===== src/rtl/nand_ecc_pkg.sv =====
package nand_ecc_pkg;
   localparam int CODE_W = 24;
   localparam int WORD_W = 32;
   localparam int RSV_W  = WORD_W - CODE_W;

   typedef logic [CODE_W-1:0] ecc_code_t;
   typedef logic [WORD_W-1:0] ecc_word_t;

   function automatic ecc_word_t pack_word(ecc_code_t code);
      return {{RSV_W{1'b0}}, code};
   endfunction
endpackage


===== src/rtl/nand_ecc_counter.sv =====
module nand_ecc_counter #(
   parameter int PAGE_BYTES = 256,
   localparam int IDX_W = $clog2(PAGE_BYTES)
) (
   input  logic             clk,
   input  logic             rst_n,
   input  logic             clr,
   input  logic             strobe,
   output logic             take,
   output logic [IDX_W-1:0] idx,
   output logic             done
);
   localparam logic [IDX_W-1:0] LAST_IDX = IDX_W'(PAGE_BYTES - 1);

   assign take = strobe & ~done & ~clr;

   always_ff @(posedge clk or negedge rst_n) begin
      if (!rst_n) begin
         idx  <= '0;
         done <= 1'b0;
      end else if (clr) begin
         idx  <= '0;
         done <= 1'b0;
      end else if (take) begin
         idx <= idx + 1'b1;
         if (idx == LAST_IDX) done <= 1'b1;
      end
   end
endmodule


===== src/rtl/nand_ecc_line_par.sv =====
module nand_ecc_line_par #(
   parameter int DATA_W = 8,
   parameter int IDX_W  = 8
) (
   input  logic              clk,
   input  logic              rst_n,
   input  logic              clr,
   input  logic              take,
   input  logic [IDX_W-1:0]  idx,
   input  logic [DATA_W-1:0] data,
   output logic [IDX_W-1:0]  lp_lo,
   output logic [IDX_W-1:0]  lp_hi
);
   logic byte_par;
   assign byte_par = ^data;

   for (genvar k = 0; k < IDX_W; k++) begin : g_pair
      always_ff @(posedge clk or negedge rst_n) begin
         if (!rst_n) begin
            lp_lo[k] <= 1'b0;
            lp_hi[k] <= 1'b0;
         end else if (clr) begin
            lp_lo[k] <= 1'b0;
            lp_hi[k] <= 1'b0;
         end else if (take) begin
            if (idx[k]) lp_hi[k] <= lp_hi[k] ^ byte_par;
            else        lp_lo[k] <= lp_lo[k] ^ byte_par;
         end
      end
   end
endmodule


===== src/rtl/nand_ecc_col_par.sv =====
module nand_ecc_col_par #(
   parameter int DATA_W = 8,
   localparam int COL_W = $clog2(DATA_W)
) (
   input  logic              clk,
   input  logic              rst_n,
   input  logic              clr,
   input  logic              take,
   input  logic [DATA_W-1:0] data,
   output logic [COL_W-1:0]  cp_lo,
   output logic [COL_W-1:0]  cp_hi
);
   for (genvar k = 0; k < COL_W; k++) begin : g_pair
      logic sum_lo, sum_hi;

      always_comb begin
         sum_lo = 1'b0;
         sum_hi = 1'b0;
         for (int j = 0; j < DATA_W; j++) begin
            if (j[k]) sum_hi = sum_hi ^ data[j];
            else      sum_lo = sum_lo ^ data[j];
         end
      end

      always_ff @(posedge clk or negedge rst_n) begin
         if (!rst_n) begin
            cp_lo[k] <= 1'b0;
            cp_hi[k] <= 1'b0;
         end else if (clr) begin
            cp_lo[k] <= 1'b0;
            cp_hi[k] <= 1'b0;
         end else if (take) begin
            cp_lo[k] <= cp_lo[k] ^ sum_lo;
            cp_hi[k] <= cp_hi[k] ^ sum_hi;
         end
      end
   end
endmodule


===== src/rtl/nand_ecc_pack.sv =====
module nand_ecc_pack
   import nand_ecc_pkg::*;
#(
   parameter int IDX_W = 8,
   parameter int COL_W = 3,
   localparam int LINE_BITS = 2 * IDX_W,
   localparam int COL_BITS  = 2 * COL_W,
   localparam int PAD_W     = CODE_W - LINE_BITS - COL_BITS
) (
   input  logic [IDX_W-1:0] lp_lo,
   input  logic [IDX_W-1:0] lp_hi,
   input  logic [COL_W-1:0] cp_lo,
   input  logic [COL_W-1:0] cp_hi,
   output ecc_code_t        code
);
   for (genvar k = 0; k < IDX_W; k++) begin : g_line
      assign code[2*k]   = ~lp_lo[k];
      assign code[2*k+1] = ~lp_hi[k];
   end

   if (PAD_W > 0) begin : g_pad
      assign code[LINE_BITS +: PAD_W] = {PAD_W{1'b1}};
   end

   for (genvar k = 0; k < COL_W; k++) begin : g_col
      assign code[CODE_W-COL_BITS+2*k]   = ~cp_lo[k];
      assign code[CODE_W-COL_BITS+2*k+1] = ~cp_hi[k];
   end
endmodule


===== src/rtl/nand_ecc_acc.sv =====
module nand_ecc_acc
   import nand_ecc_pkg::*;
#(
   parameter int DATA_W     = 8,
   parameter int PAGE_BYTES = 256
) (
   input  logic              clk,
   input  logic              rst_n,
   input  logic              clr,
   input  logic              en,
   input  logic              valid,
   input  logic [DATA_W-1:0] data,
   output logic [31:0]       ecc_word,
   output logic              ready
);
   localparam int IDX_W = $clog2(PAGE_BYTES);
   localparam int COL_W = $clog2(DATA_W);

   if ((1 << IDX_W) != PAGE_BYTES) begin : g_bad_page
      $error("PAGE_BYTES must be a power of two");
   end
   if ((1 << COL_W) != DATA_W) begin : g_bad_width
      $error("DATA_W must be a power of two");
   end
   if (2 * (IDX_W + COL_W) > CODE_W) begin : g_bad_fit
      $error("parity bits do not fit in the code");
   end

   logic             take;
   logic [IDX_W-1:0] idx;
   logic [IDX_W-1:0] lp_lo, lp_hi;
   logic [COL_W-1:0] cp_lo, cp_hi;
   ecc_code_t        code;

   nand_ecc_counter #(.PAGE_BYTES(PAGE_BYTES)) u_cnt (
      .clk(clk), .rst_n(rst_n), .clr(clr), .strobe(en & valid),
      .take(take), .idx(idx), .done(ready)
   );

   nand_ecc_line_par #(.DATA_W(DATA_W), .IDX_W(IDX_W)) u_line (
      .clk(clk), .rst_n(rst_n), .clr(clr), .take(take), .idx(idx),
      .data(data), .lp_lo(lp_lo), .lp_hi(lp_hi)
   );

   nand_ecc_col_par #(.DATA_W(DATA_W)) u_col (
      .clk(clk), .rst_n(rst_n), .clr(clr), .take(take), .data(data),
      .cp_lo(cp_lo), .cp_hi(cp_hi)
   );

   nand_ecc_pack #(.IDX_W(IDX_W), .COL_W(COL_W)) u_pack (
      .lp_lo(lp_lo), .lp_hi(lp_hi), .cp_lo(cp_lo), .cp_hi(cp_hi), .code(code)
   );

   assign ecc_word = pack_word(code);
endmodule


===== config.mk =====
export PLATFORM = sky130hd
export DESIGN_NAME = nand_ecc_acc
export DESIGN_NICKNAME = d
export VERILOG_FILES = /design/src/rtl/nand_ecc_pkg.sv /design/src/rtl/nand_ecc_counter.sv /design/src/rtl/nand_ecc_line_par.sv /design/src/rtl/nand_ecc_col_par.sv /design/src/rtl/nand_ecc_pack.sv /design/src/rtl/nand_ecc_acc.sv
export SDC_FILE = /design/constraint.sdc
export NUM_CORES = 1
export LEC_CHECK = 0
export BUFFER_PORTS_ARGS = -buffer_cell sky130_fd_sc_hd__buf_2
export CAP_MARGIN = 15
export CELL_PAD_IN_SITES_DETAIL_PLACEMENT = 0
export CELL_PAD_IN_SITES_GLOBAL_PLACEMENT = 1
export CORE_MARGIN = 4
export CORE_UTILIZATION = 42
export DETAILED_ROUTE_END_ITERATION = 8
export PLACE_DENSITY_LB_ADDON = 0.1
export SYNTH_ARGS = -nofsm -noshare
export SYNTH_HDL_FRONTEND = slang
export SYNTH_HIERARCHICAL = 1
export SYNTH_SLANG_ARGS = --single-unit

===== constraint.sdc =====
create_clock -name clk -period 4.3 [get_ports clk]
set_input_delay 0.86 -clock clk [delete_from_list [all_inputs] [get_ports clk]]
set_output_delay 0.86 -clock clk [all_outputs]
set_load 0.02 [all_outputs]

Word level (Yosys, flattened, before mapping) --
Cells that the tools add are included.
Operators by class: add/sub/neg operators 1, equality and inequality tests 9, muxes and demuxes 65, bitwise gates (word level) 66, reductions and logical operators 28
Operator list (count):
- 1-bit 2-to-1 mux | 63
- 1-bit bitwise XOR | 39
- 2-bit AND reduction | 17
- 1-bit NOT | 24
- 2-bit nonzero test | 10
- 8-bit 2-to-1 mux | 2
- 2-bit inequality test (second input constant) | 8
- 8-bit by 1-bit adder with 8-bit output (second input constant) | 1
- 8-bit == test (second input constant) | 1
- 8-bit XOR reduction | 1
- 1-bit bitwise AND | 3
Word-level totals: bits in registers 31, input port bits 13, output and inout bits 33, word-level logic and storage cells 193

Logic depth before layout (Yosys ltp) --
Gate-level depths: netlist of the first run.
depth after elaboration 6, mapped depth 8, mapped depth without buffers 6

Modules after synthesis --
The synthesis of the first run kept the hierarchy.
By module, submodules not included:
- nand_ecc_line_par | times used 1, cells each 93, area each 827.0 µm², sequential area each 400.4 µm²
- nand_ecc_counter | times used 1, cells each 45, area each 460.4 µm², sequential area each 225.2 µm²
- nand_ecc_col_par | times used 1, cells each 47, area each 436.7 µm², sequential area each 150.1 µm²
- nand_ecc_pack | times used 1, cells each 25, area each 101.3 µm², sequential area each 0.0 µm²
- nand_ecc_acc | times used 1, cells each 10, area each 70.1 µm², sequential area each 0.0 µm²

Least setup slack after synthesis of the first run --
Ideal clock, no wire load.
path type in2reg, from input en, to register u_col.cp_hi[2], setup time 0.127 ns, data arrival time 2.297 ns, required time 4.173 ns, slack 1.876 ns, cell stages on the path 8, buffers on the path 2, cell sequence and2_1 nand2b_4 buf_6 nor2_1 clkbuf_1 inv_1 nor2_1 mux2_1
On the way: longest elaborated chain between the ends 4
RTL lines:
- start, declared | line nand_ecc_acc.sv:10 | input logic en,
- 1-bit bitwise AND | line nand_ecc_acc.sv:36 | .clk(clk), .rst_n(rst_n), .clr(clr), .strobe(en & valid),
- 1-bit bitwise AND (2 in a row) | line nand_ecc_counter.sv:15 | assign take = strobe & ~done & ~clr;
- named net take | line nand_ecc_acc.sv:29 | logic take;
- 2-bit nonzero test (no source line)
- end signal, assigned by index | line nand_ecc_col_par.sv:34 | cp_hi[k] <= cp_hi[k] ^ sum_hi;
- end, declared | line nand_ecc_col_par.sv:11 | output logic [COL_W-1:0] cp_hi
The timed path passes the listed nets, and every way through them passes these cells. A chain may end at the register's enable or synchronous reset.

Worst setup path in the final report of the first run --
from input clr, to register u_line.lp_lo[2]
On the way: longest elaborated chain between the ends 4, elaborated cells on any way between the ends 6, those cells by class eq/ne: 1; mux: 1; bitwise: 2; reduce/logical: 2
RTL lines:
- start, declared | line nand_ecc_acc.sv:9 | input logic clr,
- 1-bit NOT | line nand_ecc_counter.sv:15
- 1-bit bitwise AND | line nand_ecc_counter.sv:15
- named net take | line nand_ecc_acc.sv:29
- 2-bit nonzero test (no source line)
- 2-bit AND reduction (no source line)
- end signal, assigned by index | line nand_ecc_line_par.sv:27 | else lp_lo[k] <= lp_lo[k] ^ byte_par;
- end, declared | line nand_ecc_line_par.sv:11 | output logic [IDX_W-1:0] lp_lo,
The timed path passes the listed nets, and every way through them passes these cells.

==> run summary, run 1 <==
====================================================================================
Portion of total power attributed to combinational logic                       0.213
Count of flip-flops with a built-in enable after synthesis                         0
P_leak                                                                  0.0008578 uW
RSZ-0062 raised after global routing                                              no
Clock tree from TritonCTS                                                      built
Sink Count                                                                        31
Length of routed met2 wiring                                                 1609 um
Pin count of the biggest net entering global routing                              39
Flop pwr share                                                                 0.464
Sequential fraction of the synthesis area                                     0.4092
Area growth from synthesis to layout                                          12.87%
Wire length per cell after detailed routing                                 11.77 um
Clock latency of the later-clocked register in the worst-skew pair           0.28 ns
Post-CTS sizing                                                                    0
Maximum achievable frequency                                               402.2 MHz
Overall die width                                                           75.18 um
Worst min path class                                                      reg -> reg
H-tree depth                                                                       2
Slew of the pin with the lowest slew margin                                0.7193 ns
Antenna violations before repair                                                   0
Post-route DRC violation count                                                     0
Post-detail-place hpwl                                                       2609 um
Share of layout cells above drive strength 1                                  0.2016
Global-route wire length before repair                                       6003 um
Result of the run                                                       finished clean
Setup tns final                                                                 0 ns
Clock power frac                                                               0.323
Number of global-route vias before repair                                      1,275
Synthesized netlist cell count                                                   220
Worst hold slack                                                           0.5543 ns
Avg Vias per Cell                                                              4.875
Mean instance size in the synthesized netlist                              8.616 um2
Classification of the worst setup path                                     in -> reg
Share of flip-flops with an asynchronous set or reset after synthesis          1.000
Number of standard-cell rows in the floorplan                                     24
Data required time of the worst path                                         4.50 ns
Iter 0 DRT Violations                                                             53
Worst EP arrival                                                             2.69 ns
CTS root buffer                                                         sky130_fd_sc_hd__clkbuf_8
Hold Fails Final Rpt                                                               0
Primary flip-flop cell chosen by synthesis mapping                      sky130_fd_sc_hd__dfrtp_1
Die Footprint                                                               5652 um2
Cell internal power dissipation                                             463.4 uW
Worst-path maximum fanout                                                         38
Grt ovf                                                                            0
Flip-flop and latch count after synthesis                                         31
Cell area power density                                                 311.5 nW/um2
Library cells used by synthesis                                                   33
Area of the placeable core                                                  4354 um2
Top sig layer                                                                   met4
Post-Syn Area                                                               1896 um2
Max Clock Skew                                                           0.008091 ns
Yosys warns                                                                        6
DR vias                                                                        1,487
Worst setup SP type                                                     primary input
Number of buffers between clock root and the deepest sink                          2
Number of hold-repair buffers added at the cts stage                               0
CTS clk-pin slew, worst paths                                                0.07 ns
Count of nets left with antenna violations after detail routing                    0
Met3 Wirelength                                                               236 um
Total routed wirelength                                                      3591 um
Switching power                                                             203.1 uW
Port bufs                                                                         35
Final critical path time including I/O delays and setup                     2.487 ns
Cell taking the most area after synthesis                               sky130_fd_sc_hd__dfrtp_1
Number of buffers created by CTS                                                   5
Switching power share of the total                                            0.3047
Element type at the critical path end                                           flop
Ant. Diodes                                                                        0
Number of setup buffers added after CTS                                            0
Starting density of the core                                                  0.4353
Synth top area share                                                          0.4092
Total GRT Usage                                                               0.1402
Max_slew headroom                                                             0.5187
Drt pass-1 iters                                                                   4
Gpl congestion                                                                0.6429
Number of max-cap violations                                                       0
Period utilisation layout                                                     0.5783
Final Slew Violations                                                              0
Worst-case vdd ir drop                                                     0.1670 mV
Top post-synthesis cells by area                                        sky130_fd_sc_hd__dfrtp_1 41%, sky130_fd_sc_hd__xnor2_1 7.9%, sky130_fd_sc_hd__a21oi_1 6.6%
Die Ht                                                                      75.18 um
Net count, final                                                                 266
Final setup viols                                                                  0
Met1 Wirelength                                                              1698 um
Number of ports placed on the die boundary                                        46
====================================================================================
[synthesized netlist by cell type, types with 3 or more instances]
master / count
sky130_fd_sc_hd__nand2_1: 10
sky130_fd_sc_hd__clkbuf_1: 6
sky130_fd_sc_hd__o21ai_0: 19
sky130_fd_sc_hd__dfrtp_1: 31
sky130_fd_sc_hd__nor2_1: 11
sky130_fd_sc_hd__buf_4: 10
sky130_fd_sc_hd__inv_1: 24
sky130_fd_sc_hd__nor2b_1: 3
sky130_fd_sc_hd__a21oi_1: 25
sky130_fd_sc_hd__or3_1: 18
sky130_fd_sc_hd__nand2b_1: 12
sky130_fd_sc_hd__xor2_1: 5
sky130_fd_sc_hd__xnor2_1: 17
sky130_fd_sc_hd__a31o_2: 4
[final cells by class]
cell class,count,area [um2]
Clock inverter,1,5.005
Sequential cell,31,775.7
Tap cell,52,65.06
Clock buffer,7,76.32
Fill cell,435,2215
Multi-Input combinational cell,153,937.1
Inverter,24,90.09
Timing Repair Buffer,37,190.2
[state kept, by name, indices dropped and copies added (netlist names)]
signal	count
u_line/lp_lo	8
u_col/cp_lo	3
u_cnt/idx	8
u_cnt/done	1
u_col/cp_hi	3
u_line/lp_hi	8
[stage by stage]
stage	instance area (um2)	setup WS, ns	std cells	power (uW)	util
5_1_grt	2140	1.647	305	712.9	0.4914
2_1_floorplan	1926	1.876	228	425.6	-
3_3_place_gp	2058	1.570	297	457.4	0.4727
4_1_cts	2140	1.838	305	677.3	0.4914
3_5_place_dp	2058	1.554	297	458.2	0.4727
6_report	2140	1.813	305	666.5	0.4914
[path summary, 6_finish.rpt]
check / from / endpoint / slack [ns] / cells past startpoint
max: clr / u_line/lp_lo[2]$_DFFE_PN0P_ / 1.81 / 6
min: u_line/lp_lo[4]$_DFFE_PN0P_ / u_line/lp_lo[4]$_DFFE_PN0P_ / 0.55 / 2
max reg2reg: u_cnt/done$_DFFE_PN0P_ / u_line/lp_lo[2]$_DFFE_PN0P_ / 2.20 / 6
min reg2reg: u_line/lp_lo[4]$_DFFE_PN0P_ / u_line/lp_lo[4]$_DFFE_PN0P_ / 0.55 / 2
max in group asynchronous: rst_n / u_cnt/idx[1]$_DFFE_PN0P_ / 3.21 / 1
min in group asynchronous: rst_n / u_line/lp_hi[1]$_DFFE_PN0P_ / 0.63 / 1
[layout by cell type (no fill, tap or decap), drive strengths merged]
master,synthesis,routed
buf,12,37
clkbuf,8,7
o21ba,1,1
nand3b,1,1
ha,1,1
conb,2,10
nand2,10,10
a31o,4,4
inv,24,24
nand4b,1,1
clkinv,0,1
or4,2,2
nand3,2,2
nor3,1,1
a21oi,25,25
o31ai,2,2
dfrtp,31,31
xnor2,17,17
or3,19,19
o21ai,19,19
nand4,1,1
nand2b,13,13
xor2,6,6
mux2i,1,1
nor2b,3,3
and2,1,1
mux2,2,2
nor2,11,11
[routing by layer]
layer | up-vias | GRT usage
li1 | 767 | -
met1 | 674 | 0.1852
met2 | 41 | 0.2186
met3 | 5 | 0.04406
met4 | 0 | 0.04660
met5 | - | 0
[critical path, stage by stage]
cell,delay [ns]
sky130_fd_sc_hd__buf_2,0.30
sky130_fd_sc_hd__nor2_1,0.65
sky130_fd_sc_hd__buf_4,0.31
sky130_fd_sc_hd__nand2b_1,0.09
sky130_fd_sc_hd__or3_1,0.31
sky130_fd_sc_hd__a21oi_1,0.15
[power by group through the flow]
stage / registers, uW / logic (uW) / clock network, uW
2_1_floorplan: 312 / 113 / 0
3_3_place_gp: 315 / 143 / 0
3_5_place_dp: 315 / 143 / 0
4_1_cts: 309 / 144 / 224
5_1_grt: 311 / 160 / 242
6_report: 309 / 142 / 215
[kinds of logic (layout without fill, tap and decap cells)]
logic type | after synthesis | after routing | share of synthesized area
buffers and inverters | 44 | 69 | 0.1122
adder cells (fa/ha/maj) | 1 | 1 | 0.006600
other | 2 | 10 | 0.003962
flip-flops | 31 | 31 | 0.4092
multiplexers | 3 | 3 | 0.01716
AO/OA/AOI/OAI | 51 | 51 | 0.1479
AND/OR/NAND/NOR | 65 | 65 | 0.1927
XOR/XNOR | 23 | 23 | 0.1102
(Power assumes the default switching activity.)
==> run 2: changes to the inputs <==
--- a/config.mk
+++ b/config.mk
@@ -5,12 +5,13 @@
 export SDC_FILE = /design/constraint.sdc
 export NUM_CORES = 1
 export LEC_CHECK = 0
+export ABC_AREA = 1
 export BUFFER_PORTS_ARGS = -buffer_cell sky130_fd_sc_hd__buf_2
 export CAP_MARGIN = 15
 export CELL_PAD_IN_SITES_DETAIL_PLACEMENT = 0
 export CELL_PAD_IN_SITES_GLOBAL_PLACEMENT = 1
 export CORE_MARGIN = 4
-export CORE_UTILIZATION = 42
+export CORE_UTILIZATION = 38
 export DETAILED_ROUTE_END_ITERATION = 8
 export PLACE_DENSITY_LB_ADDON = 0.1
 export SYNTH_ARGS = -nofsm -noshare
==> constraint.sdc (replaced) <==
create_clock -name clk -period 2.4 [get_ports clk]
set_input_delay 0.48 -clock clk [delete_from_list [all_inputs] [get_ports clk]]
set_output_delay 0.48 -clock clk [all_outputs]
set_load 0.02 [all_outputs]
==> run summary, run 2 <==
====================================================================================
Result of the run                                                       finished clean
Storage cell area                                                          775.7 um2   unchanged
Length of routed met2 wiring                                                 2129 um   +32%
Top post-synthesis cells by area                                        sky130_fd_sc_hd__dfrtp_1 34%, sky130_fd_sc_hd__nand2_1 24%, sky130_fd_sc_hd__inv_1 10%
DR vias                                                                        2,146   +44%
Count of nets left with antenna violations after detail routing                    0   unchanged
Synth top area share                                                          0.3433   -0.06594
Number of global-route vias before repair                                      1,794   +41%
CP dominant cell by count                                               sky130_fd_sc_hd__nand2_1
Overall die width                                                           85.12 um   +13%
Final setup viols                                                                  0   unchanged
Data required time of the worst path                                         2.57 ns   -1.93 ns
Post-CTS sizing                                                                    0   unchanged
Met3 Wirelength                                                               275 um   +17%
Wire length per cell after detailed routing                                 10.60 um   -10%
Area growth from synthesis to layout                                          12.35%
CTS root buffer                                                         sky130_fd_sc_hd__clkbuf_8
Count of flip-flops with a built-in enable after synthesis                         0   unchanged
Element type at the critical path end                                           flop
Worst EP arrival                                                             1.62 ns   -1.07 ns
Met1 Wirelength                                                              2660 um   +57%
RSZ-0062 raised after global routing                                              no
Starting density of the core                                                  0.4005   -0.03481
Critical-path top delay cell                                            sky130_fd_sc_hd__dfrtp_1
Port bufs                                                                         35   unchanged
Number of ports placed on the die boundary                                        46   unchanged
Area of the placeable core                                                  5642 um2   +30%
Synthesized netlist cell count                                                   374   +70%
Post-Syn Area                                                               2260 um2   +19%
Yosys warns                                                                        6   unchanged
Grt ovf                                                                            0   unchanged
Number of hold-repair buffers added at the cts stage                               0   unchanged
H-tree depth                                                                       2   unchanged
Combined area of the multi-input logic cells                                1124 um2   +20%
Period utilisation layout                                                     0.6037
Avg Vias per Cell                                                              4.452   -8.7%
Synth cell count leaders                                                146 x sky130_fd_sc_hd__nand2_1, 62 x sky130_fd_sc_hd__inv_1, 40 x sky130_fd_sc_hd__nor2_1
Maximum achievable frequency                                               690.1 MHz
Number of buffers created by CTS                                                   5   unchanged
Final Slew Violations                                                              0   unchanged
Antenna violations before repair                                                   0   unchanged
Registers with the most flip-flops                                      u_cnt/idx (8), u_line/lp_hi (8), u_line/lp_lo (8)
Cell Chain, Critical Path                                               inv_2, nand2_4, nor2_2, buf_4, nand2_1, inv_1, nand3_1, nand2_1, nor2_1
Flip-flop and latch count after synthesis                                         31   unchanged
Post-detail-place hpwl                                                       3815 um   +46%
CP max stage delay                                                           0.42 ns   -0.23 ns
Sink Count                                                                        31   unchanged
Total GRT Usage                                                               0.1425   +0.002374
Primary flip-flop cell chosen by synthesis mapping                      sky130_fd_sc_hd__dfrtp_1
Iter 0 DRT Violations                                                            151   +180%
Worst min path class                                                     in -> async
Clock latency of the later-clocked register in the worst-skew pair           0.28 ns   about the same
Highest-count cells in the layout ignoring fill and taps                146 x sky130_fd_sc_hd__nand2_1, 62 x sky130_fd_sc_hd__inv_1, 40 x sky130_fd_sc_hd__nor2_1
Cell taking the most area after synthesis                               sky130_fd_sc_hd__dfrtp_1
Fill count                                                                       618   +42%
Number of max-cap violations                                                       0   unchanged
Post-place setup slack                                                     0.7364 ns   -0.8177 ns
P_leak                                                                   0.001456 uW   +70%
Mean instance size in the synthesized netlist                              6.042 um2   -30%
Post-route DRC violation count                                                     0   unchanged
CTS clk-pin slew, worst paths                                                0.06 ns   about the same
Gpl congestion                                                                0.7814   +22%
Library cells used by synthesis                                                   22   -33%
Global-route wire length before repair                                       8473 um   +41%
Ant. Diodes                                                                        0   unchanged
Share of flip-flops with an asynchronous set or reset after synthesis          1.000   unchanged
Total routed wirelength                                                      5108 um   +42%
Sequential fraction of the synthesis area                                     0.3433   -0.06594
Die Ht                                                                      85.12 um   +13%
Worst-case vdd ir drop                                                     0.2742 mV   +64%
Worst-path maximum fanout                                                         11   -71%
Number of setup buffers added after CTS                                            0   unchanged
Number of standard-cell rows in the floorplan                                     27   +13%
Cell area power density                                                 493.9 nW/um2   +59%
Classification of the worst setup path                                    reg -> reg
Share of layout cells above drive strength 1                                  0.1512   -0.05036
Final worst slack                                                          0.9510 ns   -0.8624 ns
Worst setup SP type                                                             flop
Max_slew headroom                                                             0.5170   -0.001651
Drt pass-1 iters                                                                   4   unchanged
Number of buffers between clock root and the deepest sink                          2   unchanged
Max Clock Skew                                                           0.005949 ns   -0.002142 ns
Net count, final                                                                 423   +59%
Setup tns final                                                                 0 ns   unchanged
Top sig layer                                                                   met4
Clock tree from TritonCTS                                                      built
Library cell with the highest instance count after synthesis            sky130_fd_sc_hd__nand2_1
Pin count of the biggest net entering global routing                              33   -15%
Slew of the pin with the lowest slew margin                                0.7245 ns   +0.005134 ns
Hold Fails Final Rpt                                                               0   unchanged
Final critical path time including I/O delays and setup                     1.449 ns
Die Footprint                                                               7245 um2   +28%
Most common cell after layout, fill and taps aside                      sky130_fd_sc_hd__nand2_1
====================================================================================
==> run 2: cells by family (layout without fill, tap and decap cells) <==
| logic type | after synthesis | after routing | share of synthesized area |
|---|---|---|---|
| xor+xnor | 1 | 1 | 0.003877 |
| simple gates | 228 | 228 | 0.4153 |
| buf+inv | 87 | 115 | 0.1728 |
| flops | 31 | 31 | 0.3433 |
| other cells | 2 | 10 | 0.003323 |
| fa+ha+maj | 1 | 1 | 0.005536 |
| compound gates | 24 | 24 | 0.05592 |
==> run 2: metrics by stage <==
step                        util  std cells  total power [uW]  hold WS, ns  cell area [um2]
final                     0.4500        482              1254       0.2561             2539
after global routing      0.4500        482              1335       0.3108             2539
after CTS                 0.4500        482              1275       0.2837             2539
after detailed placement  0.4322        474             813.2       0.5308             2439
after global placement    0.4322        474             810.9       0.5203             2439
after floorplan                -        382             761.1       0.1844             2290
==> run 2: power breakdown <==
part           leakage (uW)  switching (uW)  internal (uW)
Clock             0.0000515             190            262
Combinational      0.000978             180           71.2
Sequential         0.000427            13.2            537
==> run 2: metal layers <==
| layer | up-vias | GRT usage |
|---|---|---|
| met5 | - | 0 |
| met4 | 0 | 0.03885 |
| met3 | 4 | 0.03301 |
| met2 | 45 | 0.1984 |
| met1 | 939 | 0.2181 |
| li1 | 1158 | - |
==> run 2: worst paths after layout <==
| path | from | cells past startpoint | end | slack, ns |
|---|---|---|---|---|
| max | u_cnt/done$_DFFE_PN0P_ | 9 | u_line/lp_hi[7]$_DFFE_PN0P_ | 0.95 |
| min | rst_n | 1 | u_line/lp_hi[5]$_DFFE_PN0P_ | 0.26 |
| max reg2reg | u_cnt/done$_DFFE_PN0P_ | 9 | u_line/lp_hi[7]$_DFFE_PN0P_ | 0.95 |
| min reg2reg | u_line/lp_lo[3]$_DFFE_PN0P_ | 2 | u_line/lp_lo[3]$_DFFE_PN0P_ | 0.54 |
| max in group asynchronous | rst_n | 1 | u_col/cp_lo[0]$_DFFE_PN0P_ | 1.68 |
| min in group clk | clr | 2 | u_cnt/done$_DFFE_PN0P_ | 0.50 |
==> run 2: cell type report <==
cell class                      count  share of cell area
Tap cell                           72             0.03549
Timing Repair Buffer               36             0.07196
Multi-Input combinational cell    264              0.4426
Clock buffer                        8             0.03943
Inverter                           71              0.1050
Sequential cell                    31              0.3056
==> run 2: critical path: cells and delay by family (launching register included) <==
| kind | cells | cell delay, ns |
|---|---|---|
| flops | 1 | 0.42 |
| buf+inv | 3 | 0.39 |
| simple gates | 6 | 0.52 |
